==> src/rtl/camtg_pkg.sv <==
package camtg_pkg;

  typedef enum logic [2:0] {
    ST_IDLE,
    ST_LEAD,
    ST_ACTIVE,
    ST_LBLANK,
    ST_TRAIL,
    ST_FBLANK
  } tgState_e;

  typedef enum logic [1:0] {
    SEL_LGAP,
    SEL_TRAIL,
    SEL_FGAP
  } cntSel_e;

  typedef struct packed {
    logic    startFrame;
    logic    loadCnt;
    cntSel_e sel;
    logic    inLine;
    logic    lineEnd;
    logic    rowInc;
  } ctlStb_t;

endpackage

==> src/rtl/camTimingDp.sv <==
module camTimingDp
  import camtg_pkg::*;
#(
  parameter int COL_W  = 12,
  parameter int ROW_W  = 12,
  parameter int GAP_W  = 8,
  parameter int PACE_W = 4
) (
  input  logic              clk,
  input  logic              rstN,
  input  ctlStb_t           stb,
  input  logic [COL_W-1:0]  lineLenIn,
  input  logic [ROW_W-1:0]  frameLinesIn,
  input  logic [GAP_W-1:0]  leadIn,
  input  logic [GAP_W-1:0]  trailIn,
  input  logic [GAP_W-1:0]  lineGapIn,
  input  logic [GAP_W-1:0]  frameGapIn,
  input  logic [PACE_W-1:0] paceDivIn,
  output logic              cntZero,
  output logic              pixTick,
  output logic              lastPix,
  output logic              lastRow,
  output logic              paceOn,
  output logic [COL_W-1:0]  col,
  output logic [ROW_W-1:0]  row
);

  localparam logic [COL_W-1:0] COL_ONE = COL_W'(1);
  localparam logic [ROW_W-1:0] ROW_ONE = ROW_W'(1);
  localparam logic [GAP_W-1:0] GAP_ONE = GAP_W'(1);

  logic [COL_W-1:0]  lineLenR;
  logic [ROW_W-1:0]  linesR;
  logic [GAP_W-1:0]  trailR, lineGapR, frameGapR;
  logic [PACE_W-1:0] paceR, pace;
  logic [GAP_W-1:0]  cnt;
  logic [GAP_W-1:0]  leadEff;

  // zero in any count field means one
  assign leadEff = (leadIn == '0) ? GAP_ONE : leadIn;

  always_ff @(posedge clk) begin
    if (!rstN) begin
      lineLenR  <= COL_ONE;
      linesR    <= ROW_ONE;
      trailR    <= GAP_ONE;
      lineGapR  <= GAP_ONE;
      frameGapR <= GAP_ONE;
      paceR     <= '0;
    end else if (stb.startFrame) begin
      lineLenR  <= (lineLenIn == '0)    ? COL_ONE : lineLenIn;
      linesR    <= (frameLinesIn == '0) ? ROW_ONE : frameLinesIn;
      trailR    <= (trailIn == '0)      ? GAP_ONE : trailIn;
      lineGapR  <= (lineGapIn == '0)    ? GAP_ONE : lineGapIn;
      frameGapR <= (frameGapIn == '0)   ? GAP_ONE : frameGapIn;
      paceR     <= paceDivIn;
    end
  end

  // shared gap counter: loaded with length-1, counts down to zero
  always_ff @(posedge clk) begin
    if (!rstN) begin
      cnt <= '0;
    end else if (stb.startFrame) begin
      cnt <= leadEff - GAP_ONE;
    end else if (stb.loadCnt) begin
      case (stb.sel)
        SEL_LGAP:  cnt <= lineGapR - GAP_ONE;
        SEL_TRAIL: cnt <= trailR - GAP_ONE;
        default:   cnt <= frameGapR - GAP_ONE;
      endcase
    end else if (cnt != '0) begin
      cnt <= cnt - GAP_ONE;
    end
  end

  always_ff @(posedge clk) begin
    if (!rstN || !stb.inLine) begin
      pace <= '0;
    end else if (pace == paceR) begin
      pace <= '0;
    end else begin
      pace <= pace + PACE_W'(1);
    end
  end

  always_ff @(posedge clk) begin
    if (!rstN || stb.lineEnd) begin
      col <= '0;
    end else if (stb.inLine && pixTick) begin
      col <= col + COL_ONE;
    end
  end

  always_ff @(posedge clk) begin
    if (!rstN || stb.startFrame) begin
      row <= '0;
    end else if (stb.rowInc) begin
      row <= row + ROW_ONE;
    end
  end

  assign cntZero = (cnt == '0);
  assign pixTick = (pace == '0);
  assign lastPix = (col == lineLenR - COL_ONE);
  assign lastRow = (row == linesR - ROW_ONE);
  assign paceOn  = (paceR != '0);

endmodule

==> src/rtl/camTimingCtl.sv <==
module camTimingCtl
  import camtg_pkg::*;
(
  input  logic    clk,
  input  logic    rstN,
  input  logic    enable,
  input  logic    cntZero,
  input  logic    pixTick,
  input  logic    lastPix,
  input  logic    lastRow,
  output ctlStb_t stb,
  output logic    frameValid,
  output logic    lineValid
);

  tgState_e state, nextState;

  always_ff @(posedge clk) begin
    if (!rstN) state <= ST_IDLE;
    else       state <= nextState;
  end

  always_comb begin
    nextState = state;
    stb       = '{startFrame: 1'b0, loadCnt: 1'b0, sel: SEL_LGAP,
                  inLine: 1'b0, lineEnd: 1'b0, rowInc: 1'b0};
    case (state)
      ST_IDLE: begin
        if (enable) begin
          stb.startFrame = 1'b1;
          nextState      = ST_LEAD;
        end
      end
      ST_LEAD: begin
        if (cntZero) nextState = ST_ACTIVE;
      end
      ST_ACTIVE: begin
        stb.inLine = 1'b1;
        if (pixTick && lastPix) begin
          stb.lineEnd = 1'b1;
          stb.loadCnt = 1'b1;
          if (lastRow) begin
            stb.sel   = SEL_TRAIL;
            nextState = ST_TRAIL;
          end else begin
            stb.sel    = SEL_LGAP;
            stb.rowInc = 1'b1;
            nextState  = ST_LBLANK;
          end
        end
      end
      ST_LBLANK: begin
        if (cntZero) nextState = ST_ACTIVE;
      end
      ST_TRAIL: begin
        if (cntZero) begin
          stb.loadCnt = 1'b1;
          stb.sel     = SEL_FGAP;
          nextState   = ST_FBLANK;
        end
      end
      ST_FBLANK: begin
        if (cntZero) begin
          if (enable) begin
            stb.startFrame = 1'b1;
            nextState      = ST_LEAD;
          end else begin
            nextState = ST_IDLE;
          end
        end
      end
      default: nextState = ST_IDLE;
    endcase
  end

  assign frameValid = (state == ST_LEAD) || (state == ST_ACTIVE) ||
                      (state == ST_LBLANK) || (state == ST_TRAIL);
  assign lineValid  = (state == ST_ACTIVE);

endmodule

==> src/rtl/camTimingGen.sv <==
module camTimingGen
  import camtg_pkg::*;
#(
  parameter int COL_W  = 12,
  parameter int ROW_W  = 12,
  parameter int GAP_W  = 8,
  parameter int PACE_W = 4
) (
  input  logic              clk,
  input  logic              rstN,
  input  logic              enable,
  input  logic [COL_W-1:0]  lineLen,
  input  logic [ROW_W-1:0]  frameLines,
  input  logic [GAP_W-1:0]  leadGap,
  input  logic [GAP_W-1:0]  trailGap,
  input  logic [GAP_W-1:0]  lineGap,
  input  logic [GAP_W-1:0]  frameGap,
  input  logic [PACE_W-1:0] paceDiv,
  output logic              frameValid,
  output logic              lineValid,
  output logic              dataValid,
  output logic              pixReq,
  output logic [COL_W-1:0]  pixCol,
  output logic [ROW_W-1:0]  pixRow
);

  ctlStb_t stb;
  logic    cntZero, pixTick, lastPix, lastRow, paceOn;

  camTimingCtl uCtl (
    .clk        (clk),
    .rstN       (rstN),
    .enable     (enable),
    .cntZero    (cntZero),
    .pixTick    (pixTick),
    .lastPix    (lastPix),
    .lastRow    (lastRow),
    .stb        (stb),
    .frameValid (frameValid),
    .lineValid  (lineValid)
  );

  camTimingDp #(
    .COL_W  (COL_W),
    .ROW_W  (ROW_W),
    .GAP_W  (GAP_W),
    .PACE_W (PACE_W)
  ) uDp (
    .clk          (clk),
    .rstN         (rstN),
    .stb          (stb),
    .lineLenIn    (lineLen),
    .frameLinesIn (frameLines),
    .leadIn       (leadGap),
    .trailIn      (trailGap),
    .lineGapIn    (lineGap),
    .frameGapIn   (frameGap),
    .paceDivIn    (paceDiv),
    .cntZero      (cntZero),
    .pixTick      (pixTick),
    .lastPix      (lastPix),
    .lastRow      (lastRow),
    .paceOn       (paceOn),
    .col          (pixCol),
    .row          (pixRow)
  );

  assign dataValid = paceOn ? (lineValid && pixTick) : 1'b1;
  assign pixReq    = lineValid && dataValid;

endmodule

==> config.mk <==
export PLATFORM = sky130hd
export DESIGN_NAME = camTimingGen
export DESIGN_NICKNAME = d
export VERILOG_FILES = /design/src/rtl/camtg_pkg.sv /design/src/rtl/camTimingDp.sv /design/src/rtl/camTimingCtl.sv /design/src/rtl/camTimingGen.sv
export SDC_FILE = /design/constraint.sdc
export NUM_CORES = 1
export LEC_CHECK = 0
export CAP_MARGIN = 30
export CORE_MARGIN = 2
export CORE_UTILIZATION = 26
export CTS_BUF_LIST = sky130_fd_sc_hd__clkbuf_16
export CTS_CLUSTER_DIAMETER = 150
export DETAILED_ROUTE_END_ITERATION = 12
export DONT_BUFFER_PORTS = 1
export PLACE_DENSITY = 0.37
export SLEW_MARGIN = 20
export SYNTH_ARGS = -nofsm -noshare
export SYNTH_HDL_FRONTEND = slang
export SYNTH_SLANG_ARGS = --single-unit
==> constraint.sdc <==
create_clock -name clk -period 3.6 [get_ports clk]
set_input_delay 0.18 -clock clk [delete_from_list [all_inputs] [get_ports clk]]
set_output_delay 0.18 -clock clk [all_outputs]
set_load 0.02 [all_outputs]
; After elaboration in Yosys (flattened, before gate mapping)
; Index checks and enable logic that the tools add are counted.
[classes]
n_eq_ne = 14
addsub = 10
n_mux = 29
n_reduce_logical = 28
[ops]
columns = op, count
row1 = $mux W8, 7
row2 = $logic_not A8 Y1, 5
row3 = $sub A8 B1 Y8 const B, 5
row4 = $mux W3, 9
row5 = $add A12 B1 Y12 const B, 2
row6 = $eq A12 B12 Y1, 2
row7 = $logic_not A12 Y1, 2
row8 = $mux W12, 2
row9 = $sub A12 B1 Y12 const B, 2
row10 = $pmux W8 S2, 1
row11 = $pmux W3 S5, 1
row12 = $reduce_bool A8 Y1, 1
row13 = $eq A3 B2 Y1 const B, 2
row14 = $eq A3 B3 Y1 const B, 2
row15 = $logic_or A1 B1 Y1, 6
row16 = $mux W1, 6
row17 = $ne A2 B2 Y1 const B, 3
row18 = $pmux W3 S2, 1
row19 = $reduce_and A5 Y1, 1
row20 = $add A4 B1 Y4 const B, 1
row21 = $eq A4 B4 Y1, 1
row22 = $logic_and A1 B1 Y1, 4
row23 = $logic_not A4 Y1, 1
row24 = $ne A2 B1 Y1 const B, 2
row25 = other kinds (10), 12
[totals]
reg_bits = 91
word_cells = 92
out_inout_bits = 28
inputBits = 63

; Logic depth before layout (Yosys ltp)
; Gate-level depths: netlist of run 1.
[depth]
word_depth = 9
depth_mapped = 16
ltp_nobuf = 14

; Modules after synthesis
; From an unflattened synthesis of run 1, not the netlist that was laid out.
[hier_totals]
cells_unflattened = 594
hier_area_um2 = 5170.0
[modules_own_cells]
columns = module, n_inst, cells_each, area_each_um2, seq_area_each_um2
row1 = camTimingDp, 1, 549, 4859.7, 1761.7
row2 = camTimingCtl, 1, 41, 291.5, 60.1
row3 = camTimingGen, 1, 4, 18.8, 0.0

; Least setup slack after synthesis of run 1
; No wires, ideal clock.
[synth_path]
path_kind = register -> register
startpoint = reg uDp.linesR[0]
endpoint = reg uDp.cnt[7]
stages_incl_launch_ff = 15
arrival_ns = 3.559
setup_ns = 0.151
setup_slack_ns = -0.110
required_ns = 3.449
path_cell_list = dfxtp_1 > clkbuf_1 > inv_1 > ha_1 > or4b_1 > clkbuf_1 > xnor2_1 > o41ai_1 > o211ai_2 > nor4b_4 > mux2i_1 > a211oi_2 > or4_4 > nor3_1 > nor3b_1
[synth_via]
elab_chain_len = 9
word_cells_on_any_way = 10
[synth_lines]
columns = element, line_no
row1 = from (decl), camTimingDp.sv:33  ; logic [ROW_W-1:0] linesR;
row2 = from (signal assigned), camTimingDp.sv:52  ; linesR <= (frameLinesIn == '0) ? ROW_ONE : frameLinesIn;
row3 = $sub A12 B1 Y12 (*), camTimingDp.sv:106  ; assign lastRow = (row == linesR - ROW_ONE);
row4 = $eq A12 B12 Y1 (*), camTimingDp.sv:106
row5 = $mux W1 (*), camTimingCtl.sv:42  ; if (lastRow) begin
row6 = $mux W3 (*), camTimingCtl.sv:39  ; if (pixTick && lastPix) begin
row7 = $pmux W3 S2 (*), camTimingCtl.sv:27  ; case (state)
row8 = $eq A2 B1 Y1 / $logic_not A2 Y1 (equally long branches), camTimingDp.sv:67  ; case (stb.sel)
row9 = $pmux W8 S2 (*), camTimingDp.sv:67
row10 = $mux W8 (*), camTimingDp.sv:66  ; end else if (stb.loadCnt) begin
row11 = $mux W8 (*), camTimingDp.sv:64  ; end else if (stb.startFrame) begin
row12 = to (signal assigned), camTimingDp.sv:65  ; cnt <= leadEff - GAP_ONE;
row13 = to (signal assigned), camTimingDp.sv:68  ; SEL_LGAP: cnt <= lineGapR - GAP_ONE;
row14 = to (signal assigned), camTimingDp.sv:69  ; SEL_TRAIL: cnt <= trailR - GAP_ONE;
row15 = to (decl), camTimingDp.sv:36  ; logic [GAP_W-1:0] cnt;
; Mark *: on every way between the ends. The rest lies on a longest branch, timed or not.
; A chain may end at the register's enable or synchronous reset.

; Worst setup path after layout of run 1
[layout_path]
startpoint = reg uDp.linesR[2]
endpoint = reg uDp.cnt[7]
; The elaborated chain is that of the path after synthesis.

==> results of run 1 <==
stage by stage:
stage	power [mW]	hold WS, ns	util	cell area (um2)
finish	3.45	0.0587	0.349	6800
global route	3.70	0.0523	0.349	6800
CTS	3.44	0.0381	0.342	6660
detailed placement	2.40	0.274	0.299	5830
global placement	2.40	0.268	0.299	5810
floorplan	2.02	0.325	-	5220
repair_timing:
action,CTS,global route
gates resized for setup,6,23
hold buffers,52,0
cloned,0,0
setup endpoints to repair,3,9
pin swaps,2,10
hold endpoints to repair,54,0
setup buffers,0,2
final timing paths:
check                                  endpoint  cells past startpoint  slack, ns
setup / recovery        uDp.cnt[7]$_SDFFE_PN0P_                     11       0.12
hold / removal       uDp.linesR[0]$_SDFFE_PN1P_                      2       0.06
hold reg to reg   uDp.frameGapR[7]$_SDFFE_PN0P_                      2       0.47
setup reg to reg        uDp.cnt[7]$_SDFFE_PN0P_                     11       0.12
cell type report:
cell class / count / area, um2
clock buffers: 9 / 225
clock inverters: 7 / 53.8
fillers: 2035 / 12700
inverters: 15 / 56.3
multi-input cells: 498 / 3290
flip-flops and latches: 91 / 1830
well taps: 265 / 332
repair buffers: 116 / 1010
routing by layer:
layer,global-route usage,routed length (um),part of all wire,vias to the layer above
met1,0.219,8100,0.49,2294
met5,0,0,0,-
li1,-,-,-,2450
met3,0.0424,752,0.045,5
met2,0.263,7760,0.46,98
met4,0.0312,88,0.0053,0
critical path, cell delays in order, from the launching register on:
cell and delay (ns):
dfxtp_4 0.36, or3_4 0.39, or3_4 0.38, o311ai_4 0.24, nand4_1 0.17, buf_6 0.16, nor4b_4 0.42, mux2i_1 0.29
a211oi_2 0.11, or4_4 0.58, o21ai_2 0.14, nor3b_2 0.16
kinds of logic after synthesis:
kind of cell,share of synthesized area
simple gates,0.277
mux,0.0138
xor+xnor,0.0952
buf+inv,0.0423
fa+ha+maj,0.0170
flops,0.354
compound gates,0.201
where the power goes:
part | leakage, nW | internal, mW | switching, mW
clock | 0.152 | 0.525 | 0.400
sequential | 0.745 | 1.13 | 0.115
combinational | 1.65 | 0.588 | 0.696
total | 2.55 | 2.24 | 1.21
state kept, by name (all words and copies together) (netlist names):
register,flops
uCtl.state,3
uDp.trailR,8
uDp.cnt,8
uDp.lineLenR,12
uDp.linesR,12
uDp.row,12
uDp.pace,4
uDp.paceR,4
uDp.frameGapR,8
uDp.col,12
uDp.lineGapR,8
cell usage in the layout, fill, tap and decap left out, types with 3 or more instances in the layout:
cell type and instances:
or4_1 4, nand2b_1 3, dlygate4sd3_1 51, and3_1 14, a21boi_0 49, or3_1 3, nor4_1 14, o32ai_1 3
o31ai_1 8, a21oi_1 9, nand4_1 9, dfxtp_1 89, o31a_1 3, nand3_1 12, o21ai_0 16, and2_1 5
nand2_1 122, o22ai_1 3, or2_2 4, mux2i_1 5, nor3_1 16, inv_1 17, buf_4 61, nor2_1 55
xnor2_1 33, a211o_1 3, nor3_2 4, ha_1 5, xor2_1 21, clkbuf_16 9
==> results.cfg, run 1 <==
[grt]
grt_pass1_wl_um = 26100
grt_pass1_vias = 4860
overflow = 0
track_usage = 0.163
grt_max_degree = 55
grt_antenna_before_repair = 1

[power]
ir_drop_v = 0.000240
leakagePower_nw = 2.55
power.density_mw_per_mm2 = 508

[timing]
final-setup-viol-count = 0
rsz0062_at_grt = yes
finalCritPeriodShare = 0.966
skew_ns = 0.00627
slew_headroom = 0.397
fin_tns_setup_ns = 0
final-hold-violation-count = 0
fin_ws_ns = 0.121
fmax_mhz = 287
tightestPinTransition_ns = 0.897
drv_slew = 0
final.min_clock_period_ns = 3.48

[synth]
ys_warn_count = 0
ys_seq_area_frac = 0.354
synthCells = 645
synth_top_cell_by_area = dfxtp_1
ys_ff_latch = 91
async_flop_share = 0
synth_fp_nets = 715
netlist_area_mm2 = 0.00515
synth_edf_count = 0
synth.most_common_cell = nand2_1
synth_ff_type = dfxtp_1
synthTopCellsByArea = dfxtp_1 35%, nand2_1 8.9%, a21boi_0 7.1%
yosysTopAreaCellShare = 0.354
synthTopCellsByCount = 122 x nand2_1, 91 x dfxtp_1, 55 x nor2_1
ys_types = 78
avgSynthCellArea_um2 = 7.99

[die]
die_area_mm2 = 0.0210
die_y_um = 145
start_util = 0.265
ios = 91
die-width_um = 145
core_mm2 = 0.0195
num_rows = 51

[cells_and_area]
drive_above_1_share = 0.170
finalNonFillerCells = 1001
syn_to_final_growth_pct = 32.0
num_antenna_cells = 0
fin_nets = 801

[placed_design]
place_inst = 931
port_buffers = 0
place_congestion = 0.850
hpwl_um = 11900
preCtsSetupSlack_ns = -0.0703

[setup_path]
crit_path_start_kind = register
cp_max_fo = 7
critPathLaunch = uDp.linesR[2]$_SDFFE_PN0P_
crit_arrival_ns = 3.76
required_ns = 3.88
rr_startpoint = uDp.linesR[2]$_SDFFE_PN0P_
worst-setup-path-type = reg2reg
end_kind = register

[clock_network]
htreeDepth = 3
cts_buffers = 9
path_clk_slew_ns = 0.06
cts_tree = yes
clockBufferDepth = 2
cts_root_buffer = clkbuf_16
cts_sinks = 91
insertion_delay_ns = 0.35

[outcome]
status = finished clean

[drt]
via_count = 4847
drtPass1Iterations = 6
wl_per_cell_um = 16.7
postRouteAntennaNets = 0
viasPerCell = 4.84
drcViolationCount = 0
drtIter0Drc = 237
totalWireLength_um = 16700

[job]
maxCapViolCount = 0

[hold_path]
worstHoldStart = frameLines[0]
hp-class = in2reg
Power figures use the tool's default switching activity.
==> run 2, diff against run 1 <==
--- a/config.mk
+++ b/config.mk
@@ -8,11 +8,11 @@
 export CAP_MARGIN = 30
 export CORE_MARGIN = 2
 export CORE_UTILIZATION = 26
-export CTS_BUF_LIST = sky130_fd_sc_hd__clkbuf_16
+export CTS_BUF_LIST = sky130_fd_sc_hd__clkbuf_8
 export CTS_CLUSTER_DIAMETER = 150
 export DETAILED_ROUTE_END_ITERATION = 12
 export DONT_BUFFER_PORTS = 1
-export PLACE_DENSITY = 0.37
+export PLACE_DENSITY_LB_ADDON = 0.3
 export SLEW_MARGIN = 20
 export SYNTH_ARGS = -nofsm -noshare
 export SYNTH_HDL_FRONTEND = slang
==> run 2 against run 1 <==
Against the previous run:
- utilization down 0.86 points
- combinational power down 5%
- cell count down 0.20%
- non-clock buffer count down 2
- sequential power about the same
- count of clock-buffer cells in the layout unchanged
- power down 6.9%
- worst hold slack better by 0.022 ns
- wire length down 6.5%
- critical endpoint unchanged
==> results.cfg, run 2 (synthesized netlist as in run 1, its figures left out) <==
[clock_network]
cts_sinks = 91
cts_tree = yes
insertion_delay_ns = 0.39
htreeDepth = 3
cts_buffers = 9
clockBufferDepth = 2
cts_root_buffer = clkbuf_8
path_clk_slew_ns = 0.10

[timing]
fmax_mhz = 284
fin_ws_ns = 0.0740
final-setup-viol-count = 0
skew_ns = 0.0163
drv_slew = 0
final.min_clock_period_ns = 3.53
finalCritPeriodShare = 0.979
tightestPinTransition_ns = 0.842
final-hold-violation-count = 0
slew_headroom = 0.434
fin_tns_setup_ns = 0

[die]
die_area_mm2 = 0.0210
die-width_um = 145
ios = 91
num_rows = 51
start_util = 0.265
die_y_um = 145
core_mm2 = 0.0195

[cells_and_area]
num_antenna_cells = 0
drive_above_1_share = 0.163
final_common_cell = nand2_1
finalNonFillerCells = 999
postLayoutCellArea_mm2 = 0.00663
syn_to_final_growth_pct = 28.8
final_cell_mix = 122 x nand2_1, 88 x dfxtp_1, 58 x buf_4, 55 x nor2_1, 52 x dlygate4sd3_1
fin_nets = 799

[power]
total_power_mw = 3.22
ir_drop_v = 0.000228
leakagePower_nw = 2.48
power.density_mw_per_mm2 = 485

[setup_path]
required_ns = 3.91
crit_arrival_ns = 3.83
cp_max_fo = 6
crit_path_start_kind = register
end_kind = register
worst-setup-path-type = reg2reg

[drt]
viasPerCell = 4.85
drtPass1Iterations = 5
totalWireLength_um = 15600
wl_per_cell_um = 15.6
drtIter0Drc = 389
drcViolationCount = 0
via_count = 4843
postRouteAntennaNets = 0

[placed_design]
preCtsSetupSlack_ns = -0.0180
place_congestion = 0.847
place_inst = 929
hpwl_um = 11200
port_buffers = 0
place_area_mm2 = 0.00581

[grt]
overflow = 0
grt_pass1_wl_um = 24200
grt_antenna_before_repair = 0
grt_pass1_vias = 4553
grt_max_degree = 57
track_usage = 0.149

[hold_path]
hp-class = in2reg

[job]
maxCapViolCount = 0

[outcome]
status = finished clean
[run 2: cell count changes in the layout (fill, tap and decap cells not counted), moves of 3 or more]
cell	change
clkbuf_16	-9
clkbuf_8	+9
inv_1	-4
buf_4	-3
inv_6	+4
[run 2: final timing paths]
| path | from | endpoint | slack, ns | cells past startpoint |
|---|---|---|---|---|
| max | uDp.linesR[5]$_SDFFE_PN0P_ | uDp.cnt[7]$_SDFFE_PN0P_ | 0.07 | 10 |
| min | rstN | uDp.cnt[1]$_SDFFE_PN0P_ | 0.08 | 3 |
| max reg2reg | uDp.linesR[5]$_SDFFE_PN0P_ | uDp.cnt[7]$_SDFFE_PN0P_ | 0.07 | 10 |
| min reg2reg | uDp.frameGapR[6]$_SDFFE_PN0P_ | uDp.frameGapR[6]$_SDFFE_PN0P_ | 0.47 | 2 |
[run 2: area by class of cell]
| type | instances | area, um2 |
|---|---|---|
| Clock buffer | 9 | 124 |
| Clock inverter | 7 | 81.3 |
| Fill cell | 2071 | 12800 |
| Inverter | 15 | 56.3 |
| Multi-Input combinational cell | 498 | 3210 |
| Sequential cell | 91 | 1830 |
| Tap cell | 265 | 332 |
| Timing Repair Buffer | 114 | 1000 |
[run 2: routing by layer]
metal	track usage	routed length, um	up-vias
met5	0	0	-
met3	0.0286	951	12
met2	0.233	7030	108
met4	0.0465	191	0
met1	0.206	7450	2279
li1	-	-	2444
[run 2: critical path, cell delays in order (launching register included)]
cell and delay, ns:
dfxtp_1 0.39, or4_4 0.58, o41a_1 0.38, a2111o_1 0.42, nor4b_4 0.17, buf_4 0.16, and3_1 0.18, o31a_1 0.29
or4_4 0.55, o21ai_2 0.13, nor3b_2 0.19
[run 2: what timing repair did]
item | 4_1_cts | 5_1_grt
gates resized for setup | 2 | 15
hold buffers | 53 | 0
setup buffers | 0 | 1
hold endpoints to repair | 56 | 0
pin swaps | 0 | 11
setup endpoints to repair | 3 | 4
[run 2: report_power, final]
part	internal (mW)	total, mW	switching [mW]
Sequential	1.13	1.24	0.105
Combinational	0.557	1.22	0.659
Clock	0.335	0.766	0.430
[run 2: through the flow]
stage | hold WS (ns) | util
6_report | 0.0810 | 0.341
5_1_grt | 0.0698 | 0.341
4_1_cts | 0.0484 | 0.337
3_5_place_dp | 0.273 | 0.299
3_3_place_gp | 0.267 | 0.298
2_1_floorplan | 0.325 | -
